==> src/rtl/brs_pkg.sv <==
package brs_pkg;

    typedef enum logic {
        ST_IDLE  = 1'b0,
        ST_BURST = 1'b1
    } brs_state_e;

    // Width of a counter able to hold the value max_val.
    function automatic int unsigned cnt_width(input int unsigned max_val);
        return $clog2(max_val + 1);
    endfunction

    // Control snapshot of the burst in service.
    typedef struct packed {
        brs_state_e state;
        logic       beat_q;
    } brs_ctl_t;

endpackage

==> src/rtl/brs_store.sv <==
module brs_store #(
    parameter int unsigned ADDR_W = 4,
    parameter int unsigned DATA_W = 32
) (
    input  logic              clk,
    input  logic              wr_en,
    input  logic [ADDR_W-1:0] wr_addr,
    input  logic [DATA_W-1:0] wr_data,
    input  logic [ADDR_W-1:0] rd_addr,
    output logic [DATA_W-1:0] rd_data
);
    localparam int unsigned DEPTH = 1 << ADDR_W;

    logic [DATA_W-1:0] words [DEPTH];

    for (genvar i = 0; i < DEPTH; i++) begin : g_word
        always_ff @(posedge clk) begin
            if (wr_en && (wr_addr == ADDR_W'(i))) begin
                words[i] <= wr_data;
            end
        end
    end

    assign rd_data = words[rd_addr];

endmodule

==> src/rtl/brs_seq.sv <==
module brs_seq
    import brs_pkg::*;
#(
    parameter int unsigned ADDR_W    = 4,
    parameter int unsigned MAX_BURST = 8,
    parameter int unsigned CNT_W     = cnt_width(MAX_BURST)
) (
    input  logic              clk,
    input  logic              rst,
    input  logic              cmd_read,
    input  logic [ADDR_W-1:0] cmd_addr,
    input  logic [CNT_W-1:0]  cmd_count,
    output logic              stall,
    output logic              fetch_en,
    output logic [ADDR_W-1:0] fetch_addr,
    output logic              beat_valid
);
    brs_ctl_t          ctl;
    logic [CNT_W-1:0]  left_q;
    logic [ADDR_W-1:0] next_addr_q;
    logic              accept;
    logic              more;

    assign stall      = (ctl.state == ST_BURST);
    assign accept     = cmd_read && (ctl.state == ST_IDLE);
    assign more       = (ctl.state == ST_BURST) && (left_q != '0);
    assign fetch_en   = accept || more;
    assign fetch_addr = accept ? cmd_addr : next_addr_q;
    assign beat_valid = ctl.beat_q;

    always_ff @(posedge clk) begin
        if (rst) begin
            ctl.state   <= ST_IDLE;
            ctl.beat_q  <= 1'b0;
            left_q      <= '0;
            next_addr_q <= '0;
        end else begin
            ctl.beat_q <= fetch_en;
            if (accept) begin
                ctl.state   <= ST_BURST;
                left_q      <= cmd_count - CNT_W'(1);
                next_addr_q <= cmd_addr + ADDR_W'(1);
            end else if (more) begin
                left_q      <= left_q - CNT_W'(1);
                next_addr_q <= next_addr_q + ADDR_W'(1);
            end else if (ctl.state == ST_BURST) begin
                ctl.state <= ST_IDLE;
            end
        end
    end

    AST_STALL_ON_ACCEPT: assert property (@(posedge clk) disable iff (rst)
        (cmd_read && !stall) |=> stall);

    AST_FIRST_BEAT_NEXT: assert property (@(posedge clk) disable iff (rst)
        (cmd_read && !stall) |=> beat_valid);

    AST_NO_BEAT_UNSTALLED: assert property (@(posedge clk) disable iff (rst)
        beat_valid |-> stall);

    AST_RELEASE_AFTER_LAST: assert property (@(posedge clk) disable iff (rst)
        $fell(stall) |-> ($past(beat_valid) && !beat_valid));

    AST_LEFT_BOUND: assert property (@(posedge clk) disable iff (rst)
        stall |-> (left_q < CNT_W'(MAX_BURST)));

endmodule

==> src/rtl/brs_slave.sv <==
module brs_slave
    import brs_pkg::*;
#(
    parameter int unsigned ADDR_W    = 4,
    parameter int unsigned DATA_W    = 32,
    parameter int unsigned MAX_BURST = 8,
    parameter int unsigned CNT_W     = cnt_width(MAX_BURST)
) (
    input  logic              clk,
    input  logic              rst,
    input  logic [ADDR_W-1:0] address,
    input  logic              read,
    input  logic [CNT_W-1:0]  burstcount,
    output logic              waitrequest,
    output logic [DATA_W-1:0] readdata,
    output logic              readdatavalid,
    input  logic              load_we,
    input  logic [ADDR_W-1:0] load_addr,
    input  logic [DATA_W-1:0] load_data
);
    logic              fetch_en;
    logic [ADDR_W-1:0] fetch_addr;
    logic [DATA_W-1:0] fetch_word;
    logic [DATA_W-1:0] data_q;

    brs_seq #(
        .ADDR_W    (ADDR_W),
        .MAX_BURST (MAX_BURST),
        .CNT_W     (CNT_W)
    ) u_seq (
        .clk        (clk),
        .rst        (rst),
        .cmd_read   (read),
        .cmd_addr   (address),
        .cmd_count  (burstcount),
        .stall      (waitrequest),
        .fetch_en   (fetch_en),
        .fetch_addr (fetch_addr),
        .beat_valid (readdatavalid)
    );

    brs_store #(
        .ADDR_W (ADDR_W),
        .DATA_W (DATA_W)
    ) u_store (
        .clk     (clk),
        .wr_en   (load_we),
        .wr_addr (load_addr),
        .wr_data (load_data),
        .rd_addr (fetch_addr),
        .rd_data (fetch_word)
    );

    always_ff @(posedge clk) begin
        if (rst) begin
            data_q <= '0;
        end else if (fetch_en) begin
            data_q <= fetch_word;
        end
    end

    assign readdata = data_q;

    // Beat accounting checker: counts beats against the latched request.
    logic [CNT_W-1:0] chk_want;
    logic [CNT_W-1:0] chk_got;

    always_ff @(posedge clk) begin
        if (rst) begin
            chk_want <= '0;
            chk_got  <= '0;
        end else if (read && !waitrequest) begin
            chk_want <= burstcount;
            chk_got  <= '0;
        end else if (readdatavalid) begin
            chk_got <= chk_got + CNT_W'(1);
        end
    end

    AST_BEAT_COUNT: assert property (@(posedge clk) disable iff (rst)
        $fell(waitrequest) |-> (chk_got == chk_want));

    AST_BEAT_WITHIN: assert property (@(posedge clk) disable iff (rst)
        readdatavalid |-> (chk_got < chk_want));

    AST_STALL_HOLDS_CMD: assert property (@(posedge clk) disable iff (rst)
        (read && waitrequest) |=> (waitrequest || readdatavalid == 1'b0));

endmodule

==> config.mk <==
export PLATFORM = sky130hd
export DESIGN_NAME = brs_slave
export DESIGN_NICKNAME = d
export VERILOG_FILES = /design/src/rtl/brs_pkg.sv /design/src/rtl/brs_store.sv /design/src/rtl/brs_seq.sv /design/src/rtl/brs_slave.sv
export SDC_FILE = /design/constraint.sdc
export NUM_CORES = 1
export LEC_CHECK = 0
export BUFFER_PORTS_ARGS = -buffer_cell sky130_fd_sc_hd__buf_2
export CELL_PAD_IN_SITES_DETAIL_PLACEMENT = 0
export CELL_PAD_IN_SITES_GLOBAL_PLACEMENT = 2
export CORE_MARGIN = 2
export CORE_UTILIZATION = 45
export CTS_CLUSTER_SIZE = 16
export DETAILED_ROUTE_END_ITERATION = 16
export PLACE_DENSITY = 0.89
export SYNTH_ARGS = -nofsm -noshare
export SYNTH_HDL_FRONTEND = slang
export SYNTH_SLANG_ARGS = --single-unit
==> constraint.sdc <==
create_clock -name clk -period 4.1 [get_ports clk]
set_clock_uncertainty 0.05 [all_clocks]
set_input_delay 0.205 -clock clk [delete_from_list [all_inputs] [get_ports clk]]
set_output_delay 0.205 -clock clk [all_outputs]
set_load 0.005 [all_outputs]
Yosys cells after proc, flatten, opt, wreduce, memory -nomap -nowiden
Memory sizes are Yosys's and may differ from the RTL's. A register that Yosys moved wholly into a read port is not among the register bits.
Index checks and enable logic that the tools add are counted.
Widths: inputs -> output; s select.
{"block": "op_classes", "add_sub_neg": 4, "eq_ne": 16, "n_mux": 84, "n_bitwise": 1, "reduce_logical": 37}
{"op": "$mux 32", "count": 15}
{"op": "$reduce_or 32->1", "count": 15}
{"op": "$mux 4", "count": 20}
{"op": "$mux 1", "count": 49}
{"op": "$eq 4x4->1 const B", "count": 8}
{"op": "$logic_and 1x1->1", "count": 18}
{"op": "$eq 4x3->1 const B", "count": 4}
{"op": "$add 4x1->4 const B", "count": 2}
{"op": "$eq 4x2->1 const B", "count": 2}
{"op": "$sub 4x1->4 const B", "count": 2}
{"op": "$eq 4x1->1 const B", "count": 1}
{"op": "$logic_not 4->1", "count": 1}
{"op": "$reduce_bool 4->1", "count": 1}
{"op": "$ne 2x1->1 const B", "count": 1}
{"op": "$reduce_bool 2->1", "count": 1}
{"op": "$logic_or 1x1->1", "count": 1}
{"op": "$not 1->1", "count": 1}
{"block": "totals", "register_bits": 10, "mem_bits_rw": 512, "mem_count": 1}
{"memory": "u_store.words", "depth": 16, "word_bits": 32, "read_ports": 1, "rd_clocked_by_memory_dff": 1, "write_ports": 1, "line_no": "brs_store.sv:14", "text": "logic [DATA_W-1:0] words [DEPTH];"}

Depth between registers and ports, before layout
{"block": "logic_depth", "word_depth": 20, "depth_mapped": 11}

Cells and area by module
A second synthesis with hierarchy kept.
{"block": "hier_totals", "hier_cells": 976, "area_unflattened_um2": 20940.1}
{"mod": "brs_store", "n_inst": 1, "cells_each": 806, "area_each_um2": 19194.7, "seq_area_each_um2": 15374.7}
{"mod": "brs_slave", "n_inst": 1, "cells_each": 103, "area_each_um2": 1163.6, "seq_area_each_um2": 640.6}
{"mod": "brs_seq", "n_inst": 1, "cells_each": 67, "area_each_um2": 581.8, "seq_area_each_um2": 200.2}

Worst setup path after synthesis
Ideal clock, no wire load.
{"block": "synth_timing", "kind": "input to register", "start": "input port load_addr[3]", "end": "memory u_store.words[0][0], enable pin", "setup_ns": 0.461, "t_arrival_ns": 2.924, "required_ns": 3.589, "slack_ns": 0.664, "stages": 2, "cell_sequence": "or3b_2 -> nor3_1"}
{"block": "synth_between", "elab_chain_len": 20}
{"item": "start: declaration", "line_no": "brs_slave.sv:18", "text": "input logic [ADDR_W-1:0] load_addr,"}
{"item": "$eq 4x1->1", "line_no": "brs_store.sv:18", "text": "if (wr_en && (wr_addr == ADDR_W'(i))) begin"}
{"item": "$logic_and 1x1->1", "line_no": "brs_store.sv:18"}
{"item": "$mux 1", "line_no": "brs_store.sv:18"}
{"item": "$mux 1 (implied by the code)", "line_no": "brs_store.sv:19", "text": "words[i] <= wr_data;"}
{"item": "$reduce_or 32->1 (no source line)"}
{"item": "$mux 4 (no source line) / $mux 1 (equally long branches) (15 in a row)"}
{"item": "end: declaration", "line_no": "brs_store.sv:14"}
Parallel ways exist; a longest one is shown, timed or not.

Worst setup path after layout
{"block": "layout_timing", "start": "register u_seq.ctl, in the netlist u_seq.stall", "end": "register data_q[2] (netlist: readdata[2]), read port of u_store.words"}
{"block": "layout_between", "elab_chain_len": 3}
{"item": "start: declaration", "line_no": "brs_seq.sv:18", "text": "brs_ctl_t ctl;"}
{"item": "$not 1->1", "line_no": "brs_seq.sv:25", "text": "assign accept = cmd_read && (ctl.state == ST_IDLE);"}
{"item": "$logic_and 1x1->1", "line_no": "brs_seq.sv:25"}
{"item": "$mux 4 / $logic_or 1x1->1 (equally long branches)", "line_no": "brs_seq.sv:28, brs_seq.sv:27"}
{"item": "end: declaration", "line_no": "brs_slave.sv:24", "text": "logic [DATA_W-1:0] data_q;"}
Parallel ways exist; a longest one is shown, timed or not.
A chain may end at the register's enable or synchronous reset.

==> flow_summary.toml <==
[job]
max_cap_viol_count = 0

[drt]
wl_met3_microns = 3280
routed-wl-met2_microns = 24800
ant_nets = 0
dr.pass1.iters = 5
route.detailed.drc = 0
drt-met1-wl_microns = 22400
dr.max_layer_used = "met4"
avgViaCountPerCell = 5.75
via_count = 12298
routedWlPerCell_microns = 24.2
drt-initial-drc-count = 1270
routed_wl_microns = 51700

[synthesis]
synthCells = 1362
yosysWarnings = 0
seq_area_frac_synth_pct = 76.6
synth-seq-cells = 554
syn_area_per_cell_sq_um = 15.6
synth_nets = 1412
netlist_area_sq_um = 21200
synth.distinct_cells = 37

[run_status]
status = "finished, final reports clean"

[placement]
dpl_cell_area_sq_um = 22500
gp_congestion = 0.728
dp_hpwl_microns = 26300
io_buffers = 81
dp_cells = 2006

[global_routing]
grt_pass1_wl_microns = 77000
grt_max_degree = 91
gr-total-overflow = 0
antenna_found_initial = 1
grt_pass1_vias = 12229
grt.total_usage_pct = 21.0

[setup_path]
critPathArrivalTime_ps = 3350
cp_common_cell = "buf_4"
crit_path_cell_trace = "nor2b_2, buf_4, mux2i_4, buf_4, mux4_2, a2111oi_0, nor4_1"
cpPeakStageDelay_ps = 590
cp_max_fo = 33
startpoint_type = "flip-flop"
crit_required_ps = 4490
critPathSlowestCell = "buf_4"
timing_worst_setup_path_type = "reg -> reg"
cp-end-kind = "flip-flop"

[layout]
syn_to_final_growth_pct = 15.8
final_net_count = 1539
stdcell_count = 2140
drive_gt1_share_pct = 17.1
fin_area_sq_um = 24500
num-fill-cells = 3762

[timing]
hold_viol = 0
hold_ws_ps = 25.4
fin_crit_ps = 2960
setup_tns_ps = 0
max_freq_ghz = 0.338
setup_violations = 0
rsz0062_at_grt = "false"
final.period_utilization_pct = 72.1
worst_pin_slew_ps = 1110
drv_slew = 0
slew_headroom_pct = 26.0

[die]
die_y_microns = 221
die-area_sq_um = 48800
rows = 79
die_w_microns = 221
core_area_sq_um = 46500
start_util_pct = 45.6
io_pins = 82

[power_and_ir_drop]
power_mw = 12.5
cellPowerDensity_nw_per_um2 = 509
power_frac_seq_pct = 51.5
p_comb_share_pct = 10.3
power_switching_share_pct = 23.6
p_clk_share_pct = 38.2
leakage_nw = 8.37
internal-power_mw = 9.53
p_sw_mw = 2.95
vdd_drop_max_mv = 0.381

[clock_network]
clkTransAtPathRegs_ps = 60
clock-root-buffer = "clkbuf_16"
clock-sinks = 554
cts-buffers-inserted = 53
clock_latency_ps = 610
clockBufferDepth = 3
cts_tree = "yes"
htreeDepth = 2
cts_resized = 0

[worst_hold_path]
min_path_type = "in -> reg"
-- state kept, by name, summed over array words and instances (netlist names) --
| name | cells |
|---|---|
| u_store.words | 512 |
| u_seq.next_addr_q | 4 |
| u_seq.beat_valid | 1 |
| u_seq.stall | 1 |
| readdata | 32 |
| u_seq.left_q | 4 |
-- cell usage after synthesis, drive strengths merged --
library cell / n / area share (%)
buf: 37 / 1.3
o41a: 1 / 0.053
xor2: 4 / 0.17
nand2: 269 / 4.8
dfxtp: 42 / 4.0
or2: 1 / 0.030
or3b: 1 / 0.041
nor2: 47 / 0.83
mux4: 32 / 3.4
edfxtp: 512 / 73
o32ai: 1 / 0.041
a31oi: 4 / 0.15
a2111oi: 32 / 1.4
clkbuf: 44 / 0.78
nor4: 64 / 2.0
mux2i: 69 / 3.3
nand3: 2 / 0.047
nor3b: 4 / 0.14
nor3: 8 / 0.19
ha: 2 / 0.12
inv: 6 / 0.11
o22ai: 34 / 1.0
nand3b: 2 / 0.071
a21boi: 1 / 0.035
a21oi: 136 / 3.2
a211oi: 1 / 0.035
nor2b: 1 / 0.041
nand2b: 5 / 0.15
-- path summary, 6_finish.rpt --
path	slack (ps)	startpoint	cells after the start	end
hold / removal	30	burstcount[1]	5	u_seq.left_q[3]
setup reg to reg	1140	u_seq.stall	7	readdata[2]
hold reg to reg	440	u_seq.next_addr_q[3]	2	u_seq.next_addr_q[3]
setup / recovery	1140	u_seq.stall	7	readdata[2]
-- final cells by class --
type | instances | area, sq um | area share (%)
Antenna cell | 1 | 2.50 | 0.0102
Clock inverter | 16 | 146 | 0.597
Tap cell | 607 | 759 | 3.10
Multi-Input combinational cell | 721 | 4700 | 19.2
Clock buffer | 82 | 1560 | 6.35
Sequential cell | 554 | 16200 | 66.1
Inverter | 6 | 27.5 | 0.112
Timing Repair Buffer | 153 | 1110 | 4.52
-- stage by stage --
step / util [%] / setup WS [ps]
floorplan: - / 664
global placement: 48.4 / 1270
detailed placement: 48.4 / 1150
CTS: 52.8 / 1160
global route: 52.8 / 1000
finish: 52.8 / 1140
-- critical path, delay by kind of cell (launching register included) --
family / cells / cell delay (ps)
compound gates: 1 / 510
mux: 2 / 670
buf+inv: 2 / 920
flops: 1 / 340
simple gates: 2 / 310
-- cell families (layout without fill, tap and decap cells) --
family	count (synthesis)	after routing	share of synthesized area, %
flip-flops	554	554	76.6
AND/OR/NAND/NOR	404	404	8.35
AO/OA/AOI/OAI	210	210	5.93
multiplexers	101	101	6.66
buffers and inverters	87	257	2.22
XOR/XNOR	4	4	0.165
adder cells (fa/ha/maj)	2	2	0.118
other	0	1	0
-- layer usage --
layer	vias up	global-route usage [%]
li1	5482	-
met4	0	7.12
met2	449	33.8
met1	6289	29.5
met3	78	3.03
met5	-	0
-- placed cells by master, fill, tap and decap left out, types with 4 or more instances in the layout --
master           n
mux4_2          32
buf_2           81
nor3_1           4
buf_12           6
nand2b_1         4
nor3b_1          4
xor2_1           4
clkbuf_8        10
a31oi_4          4
mux2i_1         66
o22ai_1         34
a21oi_1        136
clkinvlp_4       4
clkbuf_16       54
nand2_1        268
inv_1            5
clkbuf_1        18
edfxtp_1       512
buf_4           31
clkinv_2         5
nor4_1          59
dlygate4sd3_1   35
nor4_2           5
nor3_2           4
clkinv_1         4
nor2_4          12
dfxtp_1         42
a2111oi_0       27
nor2_1          35
-- power by group through the flow --
stage,sequential (mW),combinational (mW),clock [mW]
finish,6.43,1.29,4.76
global route,6.44,1.41,5.03
CTS,6.43,1.30,4.82
detailed placement,6.55,1.27,0
global placement,6.54,1.24,0
floorplan,6.52,0.795,0
-- repair_timing --
item,4_1_cts,5_1_grt
setup buffers,0,0
endpoints found under the hold margin,515,0
hold buffers,35,0
endpoints found under the setup margin,0,0
Power figures use the tool's default switching activity.
